## config.mk

```make
export PLATFORM = sky130hd
export DESIGN_NAME = spc_channel
export DESIGN_NICKNAME = d
export VERILOG_FILES = /design/src/rtl/spc_pkg.sv /design/src/rtl/spc_lane.sv /design/src/rtl/spc_seq.sv /design/src/rtl/spc_channel.sv
export SDC_FILE = /design/constraint.sdc
export NUM_CORES = 1
export LEC_CHECK = 0
export ABC_CLOCK_PERIOD_IN_PS = 3300
export BUFFER_PORTS_ARGS = -buffer_cell sky130_fd_sc_hd__buf_2
export CAP_MARGIN = 40
export CORE_ASPECT_RATIO = 1.2
export CORE_MARGIN = 3
export CORE_UTILIZATION = 53
export CTS_BUF_LIST = sky130_fd_sc_hd__clkbuf_4 sky130_fd_sc_hd__clkbuf_8
export DETAILED_ROUTE_END_ITERATION = 8
export PLACE_DENSITY = 0.82
export SLEW_MARGIN = 10
export SYNTH_ARGS = -nofsm -noshare
export SYNTH_HDL_FRONTEND = slang
export SYNTH_SLANG_ARGS = --single-unit
```

## constraint.sdc

```tcl
create_clock -name clk -period 3.3 [get_ports clk]
set_input_delay 0.825 -clock clk [delete_from_list [all_inputs] [get_ports clk]]
set_output_delay 0.825 -clock clk [all_outputs]
set_load 0.01 [all_outputs]
```

## src/rtl/spc_pkg.sv

```systemverilog
`timescale 1ns/1ps
package spc_pkg;

    typedef enum logic [2:0] {
        ST_WAIT,
        ST_SHIFT,
        ST_LOAD,
        ST_APPLY,
        ST_RUN
    } spc_state_e;

    localparam logic [1:0] LK_DIRECT = 2'd0;
    localparam logic [1:0] LK_PAIR   = 2'd1;
    localparam logic [1:0] LK_TRIO   = 2'd2;

    localparam logic MODE_TESTER = 1'b0;
    localparam logic MODE_HYBRID = 1'b1;

endpackage

```

## src/rtl/spc_lane.sv

```systemverilog
`timescale 1ns/1ps
module spc_lane
    import spc_pkg::*;
#(
    parameter logic [1:0] KIND = LK_PAIR
) (
    input  logic [2:0] comp_i,
    input  logic       sel_hi_i,
    input  logic       sel_lo_i,
    input  logic       noise_i,
    input  logic       direct_i,
    output logic       bit_o
);

    logic pair_bit;
    logic trio_bit;

    always_comb begin
        pair_bit = sel_hi_i ? comp_i[1] : comp_i[0];
        trio_bit = sel_hi_i ? comp_i[2] : (sel_lo_i ? comp_i[1] : comp_i[0]);
        unique case (KIND)
            LK_DIRECT: bit_o = direct_i;
            LK_PAIR:   bit_o = pair_bit ^ noise_i;
            default:   bit_o = trio_bit ^ noise_i;
        endcase
    end

endmodule

```

## src/rtl/spc_seq.sv

```systemverilog
`timescale 1ns/1ps
module spc_seq
    import spc_pkg::*;
#(
    parameter int SEED_W = 8,
    parameter int CNT_W  = 16
) (
    input  logic              clk,
    input  logic              rst_n,
    input  logic              mode_i,
    input  logic              ser_sel_i,
    input  logic              seed_valid_i,
    input  logic [SEED_W-1:0] seed_par_i,
    input  logic              seed_bit_i,
    input  logic [CNT_W-1:0]  interval_i,
    output logic              seed_ready_o,
    output logic              seed_load_o,
    output logic [SEED_W-1:0] seed_o,
    output logic              ser_done_o,
    output logic              gen_en_o,
    output logic              capture_o,
    output logic              reseed_req_o,
    output logic [CNT_W-1:0]  ivl_cnt_o
);

    localparam int BCNT_W = $clog2(SEED_W) + 1;
    localparam logic [BCNT_W-1:0] LAST_BIT = BCNT_W'(SEED_W - 1);

    spc_state_e        state_q, state_d;
    logic [BCNT_W-1:0] bcnt_q;
    logic [SEED_W-1:0] seed_q;
    logic              done_q;
    logic [CNT_W-1:0]  cnt_q;
    logic              mode_q;

    logic accept;
    logic last_bit;
    logic run_end;
    logic mode_chg;
    logic hybrid;

    assign hybrid   = (mode_i == MODE_HYBRID);
    assign accept   = seed_valid_i && seed_ready_o;
    assign last_bit = (bcnt_q == LAST_BIT);
    assign run_end  = ({1'b0, cnt_q} + 1'b1) >= {1'b0, interval_i};
    assign mode_chg = (mode_i != mode_q);

    // state register
    always_ff @(posedge clk or negedge rst_n) begin
        if (!rst_n) state_q <= ST_WAIT;
        else        state_q <= state_d;
    end

    // next state
    always_comb begin
        state_d = state_q;
        unique case (state_q)
            ST_WAIT:  if (accept) state_d = ser_sel_i ? ST_SHIFT : ST_LOAD;
            ST_SHIFT: if (accept && last_bit) state_d = ST_LOAD;
            ST_LOAD:  state_d = hybrid ? ST_RUN : ST_APPLY;
            ST_APPLY: state_d = ST_WAIT;
            ST_RUN:   if (!hybrid || run_end) state_d = ST_WAIT;
            default:  state_d = ST_WAIT;
        endcase
    end

    // outputs
    always_comb begin
        seed_ready_o = (state_q == ST_WAIT) || (state_q == ST_SHIFT);
        seed_load_o  = (state_q == ST_LOAD);
        gen_en_o     = (state_q == ST_RUN) && hybrid;
        capture_o    = (state_q == ST_APPLY) || ((state_q == ST_RUN) && hybrid);
        reseed_req_o = seed_ready_o && hybrid;
    end

    assign seed_o     = seed_q;
    assign ser_done_o = done_q;
    assign ivl_cnt_o  = cnt_q;

    // seed assembly
    always_ff @(posedge clk or negedge rst_n) begin
        if (!rst_n) begin
            seed_q <= '0;
            bcnt_q <= '0;
            done_q <= 1'b0;
        end else begin
            done_q <= 1'b0;
            if (accept) begin
                if (state_q == ST_WAIT && !ser_sel_i) begin
                    seed_q <= seed_par_i;
                    bcnt_q <= '0;
                end else if (state_q == ST_WAIT) begin
                    seed_q <= {seed_q[SEED_W-2:0], seed_bit_i};
                    bcnt_q <= BCNT_W'(1);
                end else begin
                    seed_q <= {seed_q[SEED_W-2:0], seed_bit_i};
                    if (last_bit) begin
                        bcnt_q <= '0;
                        done_q <= 1'b1;
                    end else begin
                        bcnt_q <= bcnt_q + 1'b1;
                    end
                end
            end
        end
    end

    // interval counter and mode history
    always_ff @(posedge clk or negedge rst_n) begin
        if (!rst_n) begin
            cnt_q  <= '0;
            mode_q <= MODE_TESTER;
        end else begin
            mode_q <= mode_i;
            if (mode_chg || state_q == ST_LOAD)
                cnt_q <= '0;
            else if (state_q == ST_RUN && hybrid)
                cnt_q <= run_end ? '0 : cnt_q + 1'b1;
        end
    end

endmodule

```

## src/rtl/spc_channel.sv

```systemverilog
`timescale 1ns/1ps
module spc_channel
    import spc_pkg::*;
#(
    parameter int WAL_W  = 8,
    parameter int N_LANE = 4,
    parameter int SEED_W = 8,
    parameter int CNT_W  = 16,
    parameter logic [2*N_LANE-1:0] LANE_KIND = {LK_TRIO, LK_TRIO, LK_PAIR, LK_DIRECT},
    parameter logic [N_LANE*3*$clog2(WAL_W)-1:0] LANE_COMP =
        {9'b100_111_000, 9'b110_101_011, 9'b000_010_001, 9'b000_000_000}
) (
    input  logic              clk,
    input  logic              rst_n,
    input  logic              mode_i,
    input  logic              ser_sel_i,
    input  logic              seed_valid_i,
    input  logic [SEED_W-1:0] seed_par_i,
    input  logic              seed_bit_i,
    input  logic [CNT_W-1:0]  interval_i,
    input  logic [WAL_W-1:0]  wal_i,
    input  logic [N_LANE-1:0] sel_hi_i,
    input  logic [N_LANE-1:0] sel_lo_i,
    input  logic [N_LANE-1:0] noise_i,
    input  logic [N_LANE-1:0] direct_i,
    output logic              seed_ready_o,
    output logic              seed_load_o,
    output logic [SEED_W-1:0] seed_o,
    output logic              ser_done_o,
    output logic              gen_en_o,
    output logic              reseed_req_o,
    output logic [N_LANE-1:0] pat_o,
    output logic              pat_valid_o
);

    localparam int IDX_W  = $clog2(WAL_W);
    localparam int STRIDE = 3 * IDX_W;

    logic              capture;
    logic [CNT_W-1:0]  ivl_cnt;
    logic [N_LANE-1:0] lane_bit;
    logic [N_LANE-1:0] pat_q;
    logic              pat_valid_q;

    spc_seq #(.SEED_W(SEED_W), .CNT_W(CNT_W)) u_seq (
        .clk          (clk),
        .rst_n        (rst_n),
        .mode_i       (mode_i),
        .ser_sel_i    (ser_sel_i),
        .seed_valid_i (seed_valid_i),
        .seed_par_i   (seed_par_i),
        .seed_bit_i   (seed_bit_i),
        .interval_i   (interval_i),
        .seed_ready_o (seed_ready_o),
        .seed_load_o  (seed_load_o),
        .seed_o       (seed_o),
        .ser_done_o   (ser_done_o),
        .gen_en_o     (gen_en_o),
        .capture_o    (capture),
        .reseed_req_o (reseed_req_o),
        .ivl_cnt_o    (ivl_cnt)
    );

    for (genvar l = 0; l < N_LANE; l++) begin : g_lane
        localparam int CA = int'(LANE_COMP[l*STRIDE          +: IDX_W]);
        localparam int CB = int'(LANE_COMP[l*STRIDE + IDX_W   +: IDX_W]);
        localparam int CC = int'(LANE_COMP[l*STRIDE + 2*IDX_W +: IDX_W]);
        logic [2:0] comp;
        assign comp = {wal_i[CC], wal_i[CB], wal_i[CA]};
        spc_lane #(.KIND(LANE_KIND[2*l +: 2])) u_lane (
            .comp_i   (comp),
            .sel_hi_i (sel_hi_i[l]),
            .sel_lo_i (sel_lo_i[l]),
            .noise_i  (noise_i[l]),
            .direct_i (direct_i[l]),
            .bit_o    (lane_bit[l])
        );
    end

    always_ff @(posedge clk or negedge rst_n) begin
        if (!rst_n) begin
            pat_q       <= '0;
            pat_valid_q <= 1'b0;
        end else begin
            pat_valid_q <= capture;
            if (capture) pat_q <= lane_bit;
        end
    end

    assign pat_o       = pat_q;
    assign pat_valid_o = pat_valid_q;

endmodule

```

-- Word level (Yosys, flattened, before mapping)
Index checks and enable logic that the tools add are counted.
- bits in registers: 38
- bits of input ports: 54
- logic and storage cells: 60
- output and inout bits: 18
- reduce and logical (&&, ||, !) cells: 14
- order comparisons: 1
- eq/ne operators: 9
- add/subtract/negate cells: 3
- bitwise logic cells: 3
- mux-type cells: 22
- operator list (cell ; count):
    $mux W16 ; 3
    $add A16 B1 Y17 const B ; 1
    $ge A17 B16 Y1 ; 1
    $add A16 B1 Y16 const B ; 1
    $mux W3 ; 4
    $mux W4 ; 3
    $pmux W3 S4 ; 1
    $mux W1 ; 9
    $mux W8 ; 1
    $eq A3 B2 Y1 const B ; 2
    $ne A2 B1 Y1 const B ; 3
    $logic_and A1 B1 Y1 ; 5
    $add A4 B1 Y4 const B ; 1
    $eq A4 B3 Y1 const B ; 1
    $logic_or A1 B1 Y1 ; 4
    $eq A3 B1 Y1 const B ; 1
    $eq A3 B3 Y1 const B ; 1
    $logic_not A3 Y1 ; 1
    $reduce_and A3 Y1 ; 1
    $xor A1 B1 Y1 ; 3
    $logic_not A1 Y1 ; 2
    $mux W2 ; 1
    $reduce_bool A2 Y1 ; 1
    $ne A1 B1 Y1 ; 1

-- Longest topological paths before layout
Gate-level depths: netlist of the first run.
- depth in word-level cells: 6
- depth in mapped cells: 13
- gate-level depth less buffers: 12

-- Cells and area by module
From an unflattened synthesis of the first run, not the netlist that was laid out.
- cell total of the unflattened synthesis: 253
- area total of the unflattened synthesis: 2468.6 um^2
- by module, submodules not included (module ; cells each ; area an instance (um^2) ; times used):
    spc_seq ; 233 ; 2209.6 ; 1
    spc_channel ; 9 ; 170.2 ; 1
    spc_lane (g_lane[2].u_lane ...) ; 4 ; 31.3 ; 2
    spc_lane (g_lane[1].u_lane) ; 2 ; 18.8 ; 1
    spc_lane (g_lane[0].u_lane) ; 1 ; 7.5 ; 1

-- Worst setup path after synthesis of the first run
OpenSTA, ideal clock, no wires.
- path kind: reg2reg
- from: reg u_seq.cnt_q[0] (netlist: u_seq.ivl_cnt_o[0])
- to: reg u_seq.cnt_q[10] (netlist: u_seq.ivl_cnt_o[10])
- arrival: 2.629 ns
- setup slack: 0.550 ns
- setup time: 0.121 ns
- stages on the path, launching flop included: 13
- cells stage by stage: dfrtp_1 -> ha_1 -> nand3_1 -> or2_2 -> nor2_1 -> xor2_1 -> ha_1 -> nand2_1 -> nor3_1 -> o41a_1 -> nor2_4 -> buf_6 -> a22o_1
- cells in the longest elaborated chain, start to end: 5
- ends and longest elaborated chain (what ; RTL line ; RTL):
    from (decl) ; spc_seq.sv:33 ; logic [CNT_W-1:0] cnt_q;
    from (signal assigned) ; spc_seq.sv:118 ; cnt_q <= run_end ? '0 : cnt_q + 1'b1;
    $add A16 B1 Y17 ; spc_seq.sv:45 ; assign run_end = ({1'b0, cnt_q} + 1'b1) >= {1'b0, interval_i};
    $ge A17 B16 Y1 ; spc_seq.sv:45 ;
    $mux W16 * ; spc_seq.sv:118 ;
    $mux W16 * ; spc_seq.sv:117 ; else if (state_q == ST_RUN && hybrid)
    $mux W16 * ; spc_seq.sv:115 ; if (mode_chg || state_q == ST_LOAD)
Mark *: on every way between the ends. The rest lies on a longest branch, timed or not. The select of a mux whose other input is x is not followed.
A chain may end at the register's enable or synchronous reset.

-- Worst setup path in the final report of the first run
- from: reg u_seq.cnt_q[0] (netlist: u_seq.ivl_cnt_o[0])
- to: reg u_seq.cnt_q[5] (netlist: u_seq.ivl_cnt_o[5])
Same word-level chain as after synthesis.

==> results.json, run 1 <==
{
  "cp_cell_sequence": "ha_1, nand3_1, or2_2, nor2_1, xor2_1, ha_1, nand2_1, nor3_1, buf_4, a31oi_4, nand4b_4, nor2_4, buf_12, a22o_1",
  "yosys-top-cells-area": "dfrtp_1, ha_1, a22o_1",
  "worstReg2RegStart": "u_seq.ivl_cnt_o[0]",
  "cts_resized": 0,
  "cts_inserted_buffers": 5,
  "layout_min_cycle_time_ns": 3.00,
  "antenna_found_initial": 0,
  "cp_top_family": "simple AND/OR/NAND/NOR gates",
  "drc": 0,
  "hold_end": "u_seq.seed_o[7]",
  "core_mm2": 0.00429,
  "worstPathArrival_ns": 3.18,
  "fin_skew_ns": 0.00547,
  "areaGrowthSynthToFinish_pct": 20.9,
  "synthArstFlopShare_pct": 100,
  "synth_top_family_by_area": "simple AND/OR/NAND/NOR gates",
  "routed_wl_um": 4680,
  "fin_cells": 373,
  "yosys_warnings": 0,
  "vias": 2000,
  "muxShareOfSynthArea_pct": 6.49,
  "synthSimpleGateAreaFrac_pct": 18.0,
  "diodes": 0,
  "peakVddDrop_mv": 0.217,
  "reg2reg_slack_ns": 0.30,
  "timing.rr.end": "u_seq.ivl_cnt_o[5]",
  "fin_nets": 388,
  "setup_violations": 0,
  "wl_per_cell_um": 12.6,
  "max_cap_viol_count": 0,
  "cts-htree-levels": 2,
  "power_density_mw_per_mm2": 504,
  "worst-path-buf-inv": 2,
  "synthAdderAreaFrac_pct": 9.50,
  "hold_class": "flop to flop",
  "avgSynthCellArea_um2": 9.59,
  "die_w_um": 67.0,
  "synth_compound_area_share_pct": 16.2,
  "r2r_cells": 14,
  "grt_max_degree": 39,
  "die_h_um": 79.3,
  "rsz0062_at_grt": "no",
  "clockBufferDepth": 2,
  "ys_types": 39,
  "ys.flop_type": "dfrtp_1",
  "critical_path.most_common_cell": "ha_1",
  "setup.worst_path.end_class": "flop",
  "initial_utilization_pct": 55.2,
  "synth_nets": 319,
  "synth_cells": 247,
  "grt_pass1_wl_um": 7670,
  "ant_nets": 0,
  "period_share_pct": 90.9,
  "synth_seq_cells": 38,
  "syn_area_mm2": 0.00237,
  "relSlewSlack_pct": 45.8,
  "critPathMaxFanout": 12,
  "crit_slowest_cell": "dfrtp_1",
  "critPathMaxStageDelay_ns": 0.45,
  "placementRows": 26,
  "crit_type": "flop to flop",
  "final_layout_size_suffix_gt1_share_pct": 26.5,
  "portBuffers": 64,
  "clkSinkCount": 38,
  "drt_iter0_drc": 101,
  "track_usage_pct": 18.5,
  "cts_root_buf": "clkbuf_8",
  "grt_pass1_vias": 1790,
  "drv_slew": 0,
  "min_from": "u_seq.seed_o[7]",
  "final_area_mm2": 0.00286,
  "die_area_mm2": 0.00531,
  "status": "completed",
  "gp_congestion": 0.822,
  "post-synth-top-area-fraction_pct": 40.1,
  "yosysTopAreaCell": "dfrtp_1",
  "tightest_slew_ns": 0.813,
  "seq_area_frac_synth_pct": 40.1,
  "placed_area_mm2": 0.00275,
  "synth_xor_xnor_area_share_pct": 5.54,
  "ioPinCount": 72,
  "clock_latency_ns": 0.29,
  "finalSetupTns_ns": 0,
  "dr.pass1.iters": 4,
  "leakage_uw": 0.00151,
  "cp.required_ns": 3.48,
  "synth_edf_count": 0,
  "clk_pin_slew_worst_paths_ns": 0.08,
  "place_inst": 364,
  "fmax_ghz": 0.333,
  "finalHoldViolations": 0,
  "whs_path_depth": 2,
  "grt_overflow": 0,
  "startpoint_type": "flop",
  "critPathLaunch": "u_seq.ivl_cnt_o[0]",
  "utilization_pct": 66.7,
  "cts_tree": "done",
  "hpwl_um": 3590,
  "via_per_inst": 5.36
}
[tightest hold or removal path, cell delays in order (launching register included)]
cell and delay [ns]:
dfrtp_1 0.34, nand2_1 0.04, o21ai_0 0.07
[placed cells by master, fill, tap and decap left out, types with 3 or more instances in the layout]
cell      netlist  layout
buf_2           0      64
dfrtp_1        38      38
nand2_1        31      31
inv_1          19      19
nor2_1         19      19
ha_1           18      18
a22o_1         14      14
o21ai_0        13      13
mux2i_1        12      12
xnor2_1        10      10
nand3_1         9       9
a21oi_1         8       8
nand4_1         7       7
a21o_1          6       6
clkbuf_8        0       6
xor2_1          5       5
nand2b_1        4       4
a211oi_1        4       4
mux2_2          3       3
[kinds of logic (layout without fill, tap and decap cells)]
| family | count (synthesis) | in the layout |
|---|---|---|
| AND/OR/NAND/NOR | 83 | 83 |
| AO/OA/AOI/OAI | 54 | 54 |
| flip-flops | 38 | 38 |
| buffers and inverters | 24 | 94 |
| adder cells (fa/ha/maj) | 18 | 18 |
| XOR/XNOR | 15 | 15 |
| multiplexers | 15 | 15 |
[metal layers]
metal / share of wire (%) / global-route usage [%]
met5: 0 / 0
met4: 1.3 / 6.29
met3: 4.5 / 3.82
met2: 50 / 31.3
met1: 44 / 23.0
[sequential cells by signal (all words and copies together), names as in the netlist]
register,count
u_seq.ivl_cnt_o,16
u_seq.seed_o,8
pat_o,4
u_seq.bcnt_q,4
u_seq.state_q,3
pat_valid_o,1
u_seq.mode_q,1
u_seq.ser_done_o,1
[worst max path at each step]
stage / end / depth (start not counted)
after floorplan: u_seq.ivl_cnt_o[10] / 12
after global placement: u_seq.ivl_cnt_o[11] / 12
after detailed placement: u_seq.ivl_cnt_o[15] / 12
after CTS: u_seq.ivl_cnt_o[11] / 12
after global routing: u_seq.ivl_cnt_o[3] / 13
final: u_seq.ivl_cnt_o[5] / 14
[timing repair]
item,in CTS,in global routing
endpoints found under the setup margin,0,12
setup buffers,0,1
hold buffers,0,0
[area by class of cell]
class	count	area, µm²
Multi-Input combinational cell	185	1320
Fill cell	374	1430
Sequential cell	38	951
Timing Repair Buffer	67	355
Clock inverter	2	12.5
Inverter	19	71.3
Tap cell	56	70.1
Clock buffer	6	82.6
[report_power, final]
part           switching [µW]  internal, µW
sequential               95.2           569
combinational             229           217
clock                     166           168
[synthesized netlist by cell type (2+ instances only)]
cell type  instances
dfrtp_1           38
nand2_1           31
inv_1             19
nor2_1            19
ha_1              18
a22o_1            14
o21ai_0           13
mux2i_1           12
xnor2_1           10
nand3_1            9
a21oi_1            8
nand4_1            7
a21o_1             6
xor2_1             5
a211oi_1           4
clkbuf_1           4
nand2b_1           4
mux2_2             3
nor3_1             2
o21ai_1            2
[stage by stage]
step	hold slack [ns]	power, µW	setup WS [ns]
floorplan	0.476	951	0.550
global placement	0.463	1100	0.284
detailed placement	0.472	1130	0.239
CTS	0.490	1460	0.213
global route	0.505	1530	0.00133
finish	0.485	1440	0.300
No activity file was read; power rests on OpenSTA's default activity.
==> inputs of run 2 (changes only) <==
--- a/config.mk
+++ b/config.mk
@@ -10,11 +10,12 @@
 export CAP_MARGIN = 40
 export CORE_ASPECT_RATIO = 1.2
 export CORE_MARGIN = 3
-export CORE_UTILIZATION = 53
+export CORE_UTILIZATION = 54
 export CTS_BUF_LIST = sky130_fd_sc_hd__clkbuf_4 sky130_fd_sc_hd__clkbuf_8
 export DETAILED_ROUTE_END_ITERATION = 8
-export PLACE_DENSITY = 0.82
+export PLACE_DENSITY = 0.83
 export SLEW_MARGIN = 10
 export SYNTH_ARGS = -nofsm -noshare
 export SYNTH_HDL_FRONTEND = slang
+export SYNTH_HIERARCHICAL = 1
 export SYNTH_SLANG_ARGS = --single-unit
==> run 2 against run 1 <==
Net effect: power increased by 3.6%; highest routed layer unchanged; clock power about the same; critical path type unchanged; fmax decreased by 1.3%; hold slack got worse by 0.084 ns.
==> results.json, run 2 <==
{
  "status": "completed",
  "max_cap_viol_count": 0,
  "routed_wl_um": 5270,
  "clk_pin_slew_worst_paths_ns": 0.08,
  "final_layout_size_suffix_gt1_share_pct": 31.1,
  "fillers": 364,
  "wl_per_cell_um": 13.9,
  "track_usage_pct": 21.2,
  "switchingPower_uw": 521,
  "grt_pass1_wl_um": 8860,
  "synth_cells": 253,
  "startpoint_type": "flop",
  "largest_reg_flops": 16,
  "final_cell_mix": "buf_2, dfrtp_1, nand2_1",
  "yosys_warnings": 6,
  "critical_path_depth": 13,
  "cp.required_ns": 3.52,
  "hpwl_um": 3990,
  "worstReg2RegStart": "u_seq/ivl_cnt_o[1]",
  "hold_class": "input port to asynchronous set/reset pin",
  "finalHoldViolations": 0,
  "timing.rr.end": "u_seq/ivl_cnt_o[2]",
  "netlist_top_cells_count": "dfrtp_1, nand2_1, inv_1",
  "cts_root_buf": "clkbuf_8",
  "die_area_mm2": 0.00542,
  "core_mm2": 0.00433,
  "worst-path-buf-inv": 1,
  "peakVddDrop_mv": 0.377,
  "synthArstFlopShare_pct": 100,
  "drt_iter0_drc": 83,
  "grt_use_met3_pct": 4.62,
  "crit_slowest_cell": "dfrtp_1",
  "antenna_found_initial": 0,
  "power_density_mw_per_mm2": 503,
  "drv_slew": 0,
  "setup.worst_path.end_class": "flop",
  "yosysTopAreaCell": "dfrtp_1",
  "die_h_um": 80.1,
  "fin_skew_ns": 0.00794,
  "cts_tree": "done",
  "final_common_cell": "buf_2",
  "placed_area_mm2": 0.00285,
  "placementRows": 26,
  "die_w_um": 67.7,
  "yosys-top-cells-area": "dfrtp_1, ha_1, a32o_1",
  "synth_edf_count": 0,
  "clkSinkCount": 38,
  "layout_min_cycle_time_ns": 3.04,
  "leakage_uw": 0.00152,
  "post-synth-top-area-fraction_pct": 38.5,
  "cp_top_family": "compound AO/OA/AOI/OAI gates",
  "drc": 0,
  "syn_area_mm2": 0.00247,
  "cts-htree-levels": 2,
  "dr.pass1.iters": 6,
  "power_frac_clock_pct": 22.5,
  "cp_cell_sequence": "ha_2, nand3_1, or2_4, nor2_1, xor2_1, ha_1, a21o_1, a211o_1, a211oi_2, o311a_2, buf_12, a31oi_1, o22ai_2",
  "synth_seq_cells": 38,
  "grt_pass1_vias": 1998,
  "clockBufferDepth": 2,
  "clock_latency_ns": 0.29,
  "hold_buffers": 0,
  "gp_congestion": 0.800,
  "rsz0062_at_grt": "no",
  "seq_area_frac_synth_pct": 38.5,
  "grt_max_degree": 29,
  "grt_overflow": 0,
  "p_sw_share_pct": 34.9,
  "grt_busiest_layer": "met2",
  "ys_types": 46,
  "setup_violations": 0,
  "fin_nets": 393,
  "combPwrFrac_pct": 32.5,
  "areaGrowthSynthToFinish_pct": 20.4,
  "reg2reg_slack_ns": 0.26,
  "avgSynthCellArea_um2": 9.76,
  "ys.flop_type": "dfrtp_1",
  "portBuffers": 64,
  "intPower_uw": 974,
  "initial_utilization_pct": 57.1,
  "cts_inserted_buffers": 5,
  "diodes": 0,
  "via_per_inst": 5.43,
  "ant_nets": 0,
  "grt_use_met2_pct": 36.6,
  "critPathMaxStageDelay_ns": 0.39,
  "ioPinCount": 72,
  "finalSetupTns_ns": 0,
  "fmax_ghz": 0.329,
  "critPathMaxFanout": 19,
  "synth_nets": 325,
  "relSlewSlack_pct": 51.9,
  "crit_type": "flop to flop",
  "vias": 2051,
  "synth.most_common_cell": "dfrtp_1",
  "r2r_cells": 13,
  "seqPwrFrac_pct": 45.0,
  "worstPathArrival_ns": 3.26,
  "tightest_slew_ns": 0.720,
  "met1_usage_pct": 26.2,
  "period_share_pct": 92.1,
  "final_area_mm2": 0.00297
}
## run 2: how the worst max path moves through the flow
| stage | from | to | slack (ns) |
|---|---|---|---|
| 2_1_floorplan | u_seq/ivl_cnt_o[0] | u_seq/ivl_cnt_o[4] | 0.16 |
| 3_3_place_gp | u_seq/ivl_cnt_o[1] | u_seq/ivl_cnt_o[2] | 0.21 |
| 3_5_place_dp | u_seq/ivl_cnt_o[1] | u_seq/ivl_cnt_o[2] | 0.17 |
| 4_1_cts | u_seq/ivl_cnt_o[1] | u_seq/ivl_cnt_o[2] | 0.12 |
| 5_1_grt | u_seq/ivl_cnt_o[1] | u_seq/ivl_cnt_o[4] | 0.05 |
| 6_report | u_seq/ivl_cnt_o[1] | u_seq/ivl_cnt_o[2] | 0.26 |
## run 2: metrics by stage
step / instances / util, % / hold WS, ns / worst slack, ns / total power, µW
after floorplan: 253 / - / 0.476 / 0.160 / 989
after global placement: 367 / 65.3 / 0.473 / 0.215 / 1140
after detailed placement: 368 / 65.8 / 0.483 / 0.172 / 1170
after CTS: 376 / 68.0 / 0.405 / 0.117 / 1510
after global routing: 378 / 68.7 / 0.403 / 0.0477 / 1610
final: 378 / 68.7 / 0.401 / 0.260 / 1500
## run 2: repair_timing
action	4_1_cts	5_1_grt
buffers inserted	0	2
resized for setup	0	4
endpoints found under the setup margin	0	17
## run 2: cells by family after synthesis
family,Yosys count,share of synthesized area [%]
and+or+nand+nor,79,16.8
AOI/OAI and AO/OA,51,15.5
DFF,38,38.5
buffers and inverters,32,6.54
xor gates and xnor gates,18,6.39
adders and majority gates,18,9.12
muxes,17,7.15
## run 2: final cells by class
cell class                      instances  area (µm²)  share of cell area, %
Multi-Input combinational cell        183        1370                   46.2
Sequential cell                        38         951                   32.0
Timing Repair Buffer                   72         405                   13.6
Clock buffer                            6        82.6                   2.78
Inverter                               21        78.8                   2.65
Tap cell                               56        70.1                   2.36
Clock inverter                          2        12.5                  0.421
## run 2: power by group through the flow
stage	combinational [µW]	clock (µW)	sequential, µW
5_1_grt	547	371	689
6_report	485	337	674
3_5_place_dp	488	0	682
2_1_floorplan	305	0	684
3_3_place_gp	465	0	675
4_1_cts	489	348	674
## run 2: layer usage
| metal | up-vias | wire, µm |
|---|---|---|
| met5 | - | 0 |
| li1 | 1037 | - |
| met4 | 0 | 48 |
| met2 | 52 | 2730 |
| met1 | 958 | 2200 |
| met3 | 4 | 293 |
